### config.mk
export PLATFORM = sky130hd
export DESIGN_NAME = psram_top
export DESIGN_NICKNAME = d
export VERILOG_FILES = /design/src/rtl/psram_pkg.sv /design/src/rtl/psram_ctrl.sv /design/src/rtl/psram_dly.sv /design/src/rtl/psram_array.sv /design/src/rtl/psram_top.sv
export SDC_FILE = /design/constraint.sdc
export NUM_CORES = 2
export LEC_CHECK = 0
export CORE_MARGIN = 5
export CORE_UTILIZATION = 40
export CTS_BUF_LIST = sky130_fd_sc_hd__clkbuf_16
export CTS_CLUSTER_SIZE = 25
export DETAILED_ROUTE_END_ITERATION = 8
export PLACE_DENSITY = 0.53
export SLEW_MARGIN = 30
export SYNTH_ARGS = -nofsm -noshare
export SYNTH_HDL_FRONTEND = slang
export SYNTH_HIERARCHICAL = 1
export SYNTH_SLANG_ARGS = --single-unit
### constraint.sdc
create_clock -name clk -period 6.1 [get_ports clk]
set_clock_uncertainty 0.15 [all_clocks]
set_input_delay 0.61 -clock clk [delete_from_list [all_inputs] [get_ports clk]]
set_output_delay 0.61 -clock clk [all_outputs]
set_load 0.1 [all_outputs]
### src/rtl/psram_pkg.sv
package psram_pkg;

    typedef enum logic [1:0] {
        ST_IDLE     = 2'd0,
        ST_RD_BURST = 2'd1,
        ST_WR_BURST = 2'd2
    } burst_st_e;

    // Low two address bits of burst beat 'step' from origin bits
    function automatic logic [1:0] beat_lo(input logic [1:0] origin,
                                           input logic [1:0] step,
                                           input logic       il);
        logic [1:0] r;
        if (il) r = origin ^ step;
        else    r = origin + step;
        return r;
    endfunction

endpackage

### src/rtl/psram_ctrl.sv
module psram_ctrl
    import psram_pkg::*;
#(
    parameter int ADDR_W = 6,
    parameter int LANES  = 4
) (
    input  logic              clk,
    input  logic              rst_n,
    input  logic              hold,
    input  logic              start_n,
    input  logic              sel_ok,
    input  logic              wr_n,
    input  logic [ADDR_W-1:0] addr,
    input  logic [LANES-1:0]  lanes_n,
    input  logic              order_il,
    output logic              a_valid,
    output logic              a_wr,
    output logic [ADDR_W-1:0] a_addr,
    output logic [LANES-1:0]  a_lanes_n,
    output burst_st_e         cur_state
);

    burst_st_e         state, n_state;
    logic [ADDR_W-1:0] base, n_base;
    logic [1:0]        cnt, n_cnt;
    logic              iss_v, iss_w;
    logic [ADDR_W-1:0] iss_a;

    // next-state and issue decode
    always_comb begin
        n_state = state;
        n_base  = base;
        n_cnt   = cnt;
        iss_v   = 1'b0;
        iss_w   = 1'b0;
        iss_a   = addr;
        if (!start_n) begin
            if (sel_ok) begin
                // load-read / load-write
                n_state = wr_n ? ST_RD_BURST : ST_WR_BURST;
                n_base  = addr;
                n_cnt   = 2'd0;
                iss_v   = 1'b1;
                iss_w   = !wr_n;
            end else begin
                // deselect
                n_state = ST_IDLE;
            end
        end else begin
            unique case (state)
                ST_IDLE: begin
                    n_state = ST_IDLE;
                end
                ST_RD_BURST, ST_WR_BURST: begin
                    // advance
                    n_cnt = cnt + 2'd1;
                    iss_v = 1'b1;
                    iss_w = (state == ST_WR_BURST);
                    iss_a = {base[ADDR_W-1:2], beat_lo(base[1:0], cnt + 2'd1, order_il)};
                end
                default: n_state = ST_IDLE;
            endcase
        end
    end

    // state register (freeze while hold)
    always_ff @(posedge clk or negedge rst_n) begin
        if (!rst_n) begin
            state <= ST_IDLE;
            base  <= '0;
            cnt   <= 2'd0;
        end else if (!hold) begin
            state <= n_state;
            base  <= n_base;
            cnt   <= n_cnt;
        end
    end

    // first pipeline stage
    always_ff @(posedge clk or negedge rst_n) begin
        if (!rst_n) begin
            a_valid   <= 1'b0;
            a_wr      <= 1'b0;
            a_addr    <= '0;
            a_lanes_n <= '1;
        end else if (!hold) begin
            a_valid   <= iss_v;
            a_wr      <= iss_w;
            a_addr    <= iss_a;
            a_lanes_n <= lanes_n;
        end
    end

    assign cur_state = state;

endmodule

### src/rtl/psram_dly.sv
module psram_dly #(
    parameter int W     = 8,
    parameter int DEPTH = 1
) (
    input  logic         clk,
    input  logic         rst_n,
    input  logic         hold,
    input  logic [W-1:0] d,
    output logic [W-1:0] q
);

    generate
        if (DEPTH == 0) begin : g_wire
            assign q = d;
        end else begin : g_regs
            logic [W-1:0] st [DEPTH];
            always_ff @(posedge clk or negedge rst_n) begin
                if (!rst_n) begin
                    for (int i = 0; i < DEPTH; i++) st[i] <= '0;
                end else if (!hold) begin
                    for (int i = DEPTH - 1; i > 0; i--) st[i] <= st[i-1];
                    st[0] <= d;
                end
            end
            assign q = st[DEPTH-1];
        end
    endgenerate

endmodule

### src/rtl/psram_array.sv
module psram_array #(
    parameter int ADDR_W = 6,
    parameter int LANES  = 4,
    parameter int LANE_W = 9
) (
    input  logic                    clk,
    input  logic                    we,
    input  logic [ADDR_W-1:0]       addr,
    input  logic [LANES-1:0]        lanes_n,
    input  logic [LANES*LANE_W-1:0] wdata,
    output logic [LANES*LANE_W-1:0] rdata
);

    localparam int WORDS = 1 << ADDR_W;

    generate
        for (genvar g = 0; g < LANES; g++) begin : g_lane
            logic [LANE_W-1:0] bank [WORDS];
            always_ff @(posedge clk) begin
                if (we && !lanes_n[g]) bank[addr] <= wdata[g*LANE_W +: LANE_W];
            end
            assign rdata[g*LANE_W +: LANE_W] = bank[addr];
        end
    endgenerate

endmodule

### src/rtl/psram_top.sv
module psram_top
    import psram_pkg::*;
#(
    parameter int ADDR_W = 6,
    parameter int LANES  = 4,
    parameter int LANE_W = 9
) (
    input  logic                    clk,
    input  logic                    rst_n,
    input  logic                    clk_en_n,
    input  logic                    start_n,
    input  logic [ADDR_W-1:0]       addr,
    input  logic                    wr_n,
    input  logic [LANES-1:0]        lane_wr_n,
    input  logic                    sel1_n,
    input  logic                    sel2,
    input  logic                    sel3_n,
    input  logic                    order_il,
    input  logic                    out_dis_n,
    input  logic [LANES*LANE_W-1:0] din,
    output logic [LANES*LANE_W-1:0] dout,
    output logic                    dout_en
);

    localparam int DATA_W  = LANES * LANE_W;
    localparam int LATENCY = 2;
    localparam int MID     = LATENCY - 1;
    localparam int CMD_W   = 2 + ADDR_W + LANES;

    logic              hold, sel_ok;
    logic              a_valid, a_wr;
    logic [ADDR_W-1:0] a_addr;
    logic [LANES-1:0]  a_lanes_n;
    logic              b_valid, b_wr;
    logic [ADDR_W-1:0] b_addr;
    logic [LANES-1:0]  b_lanes_n;
    logic [CMD_W-1:0]  a_pack, b_pack;
    logic [DATA_W-1:0] rdata, dout_q;
    logic              oe_q;
    burst_st_e         cur_state;

    assign hold   = clk_en_n;
    assign sel_ok = !sel1_n && sel2 && !sel3_n;

    psram_ctrl #(.ADDR_W(ADDR_W), .LANES(LANES)) u_ctrl (
        .clk       (clk),
        .rst_n     (rst_n),
        .hold      (hold),
        .start_n   (start_n),
        .sel_ok    (sel_ok),
        .wr_n      (wr_n),
        .addr      (addr),
        .lanes_n   (lane_wr_n),
        .order_il  (order_il),
        .a_valid   (a_valid),
        .a_wr      (a_wr),
        .a_addr    (a_addr),
        .a_lanes_n (a_lanes_n),
        .cur_state (cur_state)
    );

    assign a_pack = {a_valid, a_wr, a_addr, a_lanes_n};

    psram_dly #(.W(CMD_W), .DEPTH(MID)) u_dly (
        .clk   (clk),
        .rst_n (rst_n),
        .hold  (hold),
        .d     (a_pack),
        .q     (b_pack)
    );

    assign {b_valid, b_wr, b_addr, b_lanes_n} = b_pack;

    psram_array #(.ADDR_W(ADDR_W), .LANES(LANES), .LANE_W(LANE_W)) u_array (
        .clk     (clk),
        .we      (!hold && b_valid && b_wr),
        .addr    (b_addr),
        .lanes_n (b_lanes_n),
        .wdata   (din),
        .rdata   (rdata)
    );

    // output register
    always_ff @(posedge clk or negedge rst_n) begin
        if (!rst_n) begin
            oe_q   <= 1'b0;
            dout_q <= '0;
        end else if (!hold) begin
            oe_q <= b_valid && !b_wr;
            if (b_valid && !b_wr) dout_q <= rdata;
        end
    end

    assign dout_en = oe_q && !out_dis_n;
    assign dout    = dout_en ? dout_q : '0;

endmodule

# Word level (Yosys, flattened, before mapping)
# Memories as Yosys holds them, arrays and structs flattened. A register that Yosys moved wholly into a read port is not among the register bits.
# Cells that the tools add are included.
# op_classes
add_sub_neg,2
eq_ne,4
muxes,25
bitwise_logic,3
reduce_logical,30
# op_table
cell,count
$mux W36,1
$mux W2,8
$logic_not A1 Y1,14
$mux W1,14
$mux W6,2
$logic_and A1 B1 Y1,10
$reduce_and A3 Y1,2
$reduce_and A2 Y1,2
$add A2 B1 Y2 const B,1
$add A2 B2 Y2,1
$eq A2 B1 Y1 const B,1
$eq A2 B2 Y1 const B,1
$ne A2 B1 Y1 const B,1
$ne A2 B2 Y1 const B,1
$not A1 Y1,2
$reduce_bool A2 Y1,1
$reduce_or A2 Y1,1
$xor A2 B2 Y2,1
# word_totals
register_bits,35
ram_bits,2304
inputBits,56
output_inout_bits,37
word_cells,77
n_memories,4
# memory_table
memory,depth,width,rd,rd_clocked_by_memory_dff,write_ports,line_no,rtl
u_array.g_lane[0].bank,64,9,1,1,1,psram_array.sv:18,logic [LANE_W-1:0] bank [WORDS];
u_array.g_lane[1].bank,64,9,1,1,1,psram_array.sv:18,
u_array.g_lane[2].bank,64,9,1,1,1,psram_array.sv:18,
u_array.g_lane[3].bank,64,9,1,1,1,psram_array.sv:18,

# Depth between registers and ports, before layout
# logic_depth
depth_word,6
mapped_depth,12
ltp_nobuf,7

# Modules after synthesis
# Netlist, hierarchy kept.
# by_module_without_submodules
module,instances,cells_per_inst,area_per_inst_um2,seq_area_each_um2
psram_array,1,5163,88478.6,69186.4
psram_top,1,122,1798.0,925.9
psram_ctrl,1,83,1036.0,555.5
psram_dly,1,25,484.2,300.3

# Least setup slack after synthesis
# No wires, ideal clock.
# synth_path
path_kind,input-to-output
from,in out_dis_n
to,out dout[25]
arrival_time_ns,2.156
t_required_ns,5.340
setup_slack_ns,3.184
stages,4
n_path_buf,2
cell_sequence,nor2b_1 buf_2 buf_2 and2_1
# synth_between
elab_chain_cells,3
# synth_lines
item,line_no,rtl
from (decl),psram_top.sv:19,"input logic out_dis_n,"
$logic_not A1 Y1,psram_top.sv:94,assign dout_en = oe_q && !out_dis_n;
$logic_and A1 B1 Y1,psram_top.sv:94,
net dout_en,psram_top.sv:22,output logic dout_en
$mux W36,psram_top.sv:95,assign dout = dout_en ? dout_q : '0;
to (decl),psram_top.sv:21,"output logic [LANES*LANE_W-1:0] dout,"
# The timed path passes the listed nets, and every way through them passes these cells.

# Final worst setup path
# layout_path
from,"reg u_dly.g_regs.st, in the netlist u_dly/q[4]"
to,"mem u_array.g_lane[1].bank[44][3], enable pin"
# layout_rtl
item,line_no,rtl
from (decl),psram_dly.sv:16,logic [W-1:0] st [DEPTH];
to (decl),psram_array.sv:18,
# No word-level cell before the write port.

==> results.md <==
* Worst hold slack at 0.158 ns
* Leak Pwr at 32.5 nW
* Vias in the first global route at 52000
* Crit path DAT at 4.79 ns
* Main combinational cell family by area after synthesis: compound AO/OA/AOI/OAI gates
* Synth-to-layout area growth at 13.0%
* Yosys top cell area share at 0.754
* Fin util at 0.455
* Slowest CP cell: nor2_1
* Cells after DPL at 8255
* Row Count at 175
* Remaining Overflow, GRT at 0
* Seq cells post-synth at 2375
* Synth area leaders: edfxtp_1 75%, a221oi_1 3.4%, a22oi_1 3.1%
* Post-route setup TNS at 0 ns
* P per Cell Area at 359 nW/um^2
* Routed WL at 296 mm
* Drt pass-1 iters at 8
* Mapped Nets at 5451
* CTS tree: built
* Final Non-Filler Cells at 8714
* Post-synth ARST share at 0.0299
* Run status: completed
* Sequential share of the synthesized area at 0.773
* # H-tree levels at 4
* Die width at 489 um
* Routability cong. at 0.831
* DIE AREA at 239000 sq um
* Synth unique cells at 77
* Starting Density at 0.403
* YS warnings at 6
* Slowest stage delay, CP at 1.01 ns
* Total CTS buffers at 236
* CP delay by family, top: simple AND/OR/NAND/NOR gates
* Max Root-Sink Buffers at 3
* HPWL Detailed at 179 mm
* CTS Sinks at 2375
* Fin. max-slew vios at 0
* Routed length per placed instance at 34.0 um
* Clk slew on worst S/H paths at 0.06 ns
* Post-cts resize count at 0
* Final number of hold-violating endpoints at 0
* Post-synthesis compound-gate area fraction at 0.117
* Clock Latency Late Sink at 0.89 ns
* DR iter-0 viols at 7109
* Largest net degree at the start of global routing at 146
* Avg Synthesized Cell Area at 17.0 sq um
* CORE AREA at 228000 sq um
* Mapped Area at 91800 sq um
* Hold Crit Class: in2reg
* Post-synthesis adder-cell area fraction at 0.000273
* Root buf cell: clkbuf_16
* Required time worst endpoint at 6.43 ns
* Mux contribution to synthesized area at 0.0521
* Final setup fails at 0
* CP Cell Sequence: nor2_4, buf_12, nand3_1, nor2_1
* Critical path startpoint category: register
* Top_reg_cell synth: edfxtp_1
* Post-Synth Simple-Gate Area at 0.0354
* Synth area leader: edfxtp_1
* RSZ-0062 raised after global routing: no
* Fin crit period at 4.46 ns
* Final period utilization at 0.731
* Post-Synthesis Cells at 5393
* Fmax at 224 MHz
* Gr usage total at 0.243
* Ports at 93
* Vias at 54300
* Crit path kind: reg2reg
* DRC viols at 0
* Synth Area in XOR/XNOR at 0.000341
* Die Height at 489 um
* Antenna violations before repair at 32
* Final nets at 5543
* Crit end category: register
* Slew headroom at 0.288
* CP Buf/Inv Count at 1
* First-pass GRT wire length at 413 mm
* Max cap viols at 0
* Crit-path max FO at 74
* Post-route ant nets at 0
* Input/output buffers at 92
* Worst vdd ir at 360 uV
* Least-Margin Pin Slew at 1.07 ns
* EDFF count, synth at 2304
* Vias per std cell at 6.23
* Layout cells sized above 1 at 0.156
state kept, by name (all words and copies together), names as in the netlist:
register             count
u_ctrl/a_wr              1
dout_q                  36
u_ctrl/a_valid           1
u_ctrl/base              6
u_dly/q                 12
u_ctrl/cnt               2
u_ctrl/cur_state         2
u_array/g_lane.bank   2304
u_ctrl/a_lanes_n         4
oe_q                     1
u_ctrl/a_addr            6
layout make-up:
class / instances / area (sq um)
clock inverter: 203 / 1470
multi-input combinational: 2597 / 19100
antenna: 17 / 42.5
sequential: 2375 / 71000
clock buffer: 238 / 5960
tap: 3009 / 3760
inverter: 4 / 22.5
fill: 19600 / 124000
timing repair buffer: 271 / 2350
cells in the mapped netlist (4+ instances only):
| cell | count |
|---|---|
| edfxtp_1 | 2304 |
| a21o_1 | 9 |
| a21oi_1 | 172 |
| mux4_2 | 54 |
| o22ai_1 | 124 |
| buf_2 | 158 |
| a31oi_1 | 20 |
| a221oi_1 | 358 |
| dfstp_2 | 4 |
| buf_6 | 11 |
| and4_1 | 8 |
| nor3_1 | 20 |
| a22oi_1 | 384 |
| or4_1 | 11 |
| a211o_1 | 10 |
| dfrtp_1 | 67 |
| buf_1 | 40 |
| and2_1 | 42 |
| nand2b_1 | 8 |
| clkbuf_1 | 168 |
| o21ai_0 | 237 |
| mux2i_1 | 147 |
| a222oi_1 | 15 |
| mux2_4 | 39 |
| nand4_1 | 25 |
| nor2b_1 | 20 |
| nand2_1 | 110 |
| nor2_1 | 404 |
| a21boi_0 | 8 |
| and3_1 | 8 |
| o221ai_1 | 19 |
| nand3_1 | 33 |
| o211ai_1 | 11 |
| a211oi_1 | 36 |
| mux2_2 | 134 |
| or3_1 | 10 |
| buf_4 | 36 |
| a22o_1 | 72 |
logic make-up after synthesis:
family                   Yosys count
adder cells (fa/ha/maj)            2
flip-flops                      2375
XOR/XNOR                           2
AO/OA/AOI/OAI                   1500
buffers and inverters            421
multiplexers                     374
AND/OR/NAND/NOR                  719
through the flow:
stage | area (sq um) | setup slack [ns] | total power, mW
final | 104000 | 1.64 | 37.3
after global routing | 104000 | 1.57 | 38.4
after CTS | 104000 | 1.70 | 37.5
after detailed placement | 96100 | 1.72 | 23.6
after global placement | 96000 | 1.67 | 23.5
after floorplan | 91800 | 3.18 | 21.1
where the power goes:
part	switching [mW]	leakage [nW]	internal, mW	total, mW
clock network	6.20	3.87	7.81	14.0
logic	3.30	7.07	1.46	4.75
registers	0.493	21.6	18.0	18.5
total	9.98	32.5	27.3	37.3
metal layers:
layer	up-vias	GRT usage	wire length (um)
met3	469	0.0466	25400
met1	28700	0.342	122000
met5	-	0	152
met4	24	0.0742	9580
met2	2761	0.385	139000
li1	22300	-	-
worst paths after layout:
check / start / cells past startpoint / slack [ns] / end
min in group asynchronous: rst_n / 2 / 0.23 / u_ctrl/base[3]
worst max-delay path: u_dly/q[4] / 4 / 1.64 / u_array/g_lane[1].bank[44][3]
worst max register to register: u_dly/q[4] / 4 / 1.64 / u_array/g_lane[1].bank[44][3]
worst min-delay path: din[30] / 1 / 0.16 / u_array/g_lane[3].bank[23][3]
max in group asynchronous: rst_n / 3 / 4.31 / dout_q[8]
worst min register to register: u_ctrl/a_addr[2] / 2 / 0.34 / u_ctrl/a_addr[2]
layout by cell type, fill, tap and decap left out, drive strengths merged, types with 17 or more instances in the layout:
cell type,n
a211oi,36
o22ai,124
buf,216
diode,17
a21oi,172
nand3,33
nor3,22
edfxtp,2304
a22o,72
o21ai,240
inv,72
clkdlybuf4s50,54
a221oi,359
o221ai,19
mux2i,147
nor2b,22
dfrtp,67
a31oi,20
clkinv,111
bufinv,18
and2,42
nand2,110
mux4,54
mux2,173
nor2,407
clkbuf,238
a22oi,384
nand4,25
repair_timing:
action	in CTS	in global routing
hold endpoints to repair	37	0
hold buffers	1	0
buffers inserted	0	0
(Power assumes the default switching activity.)
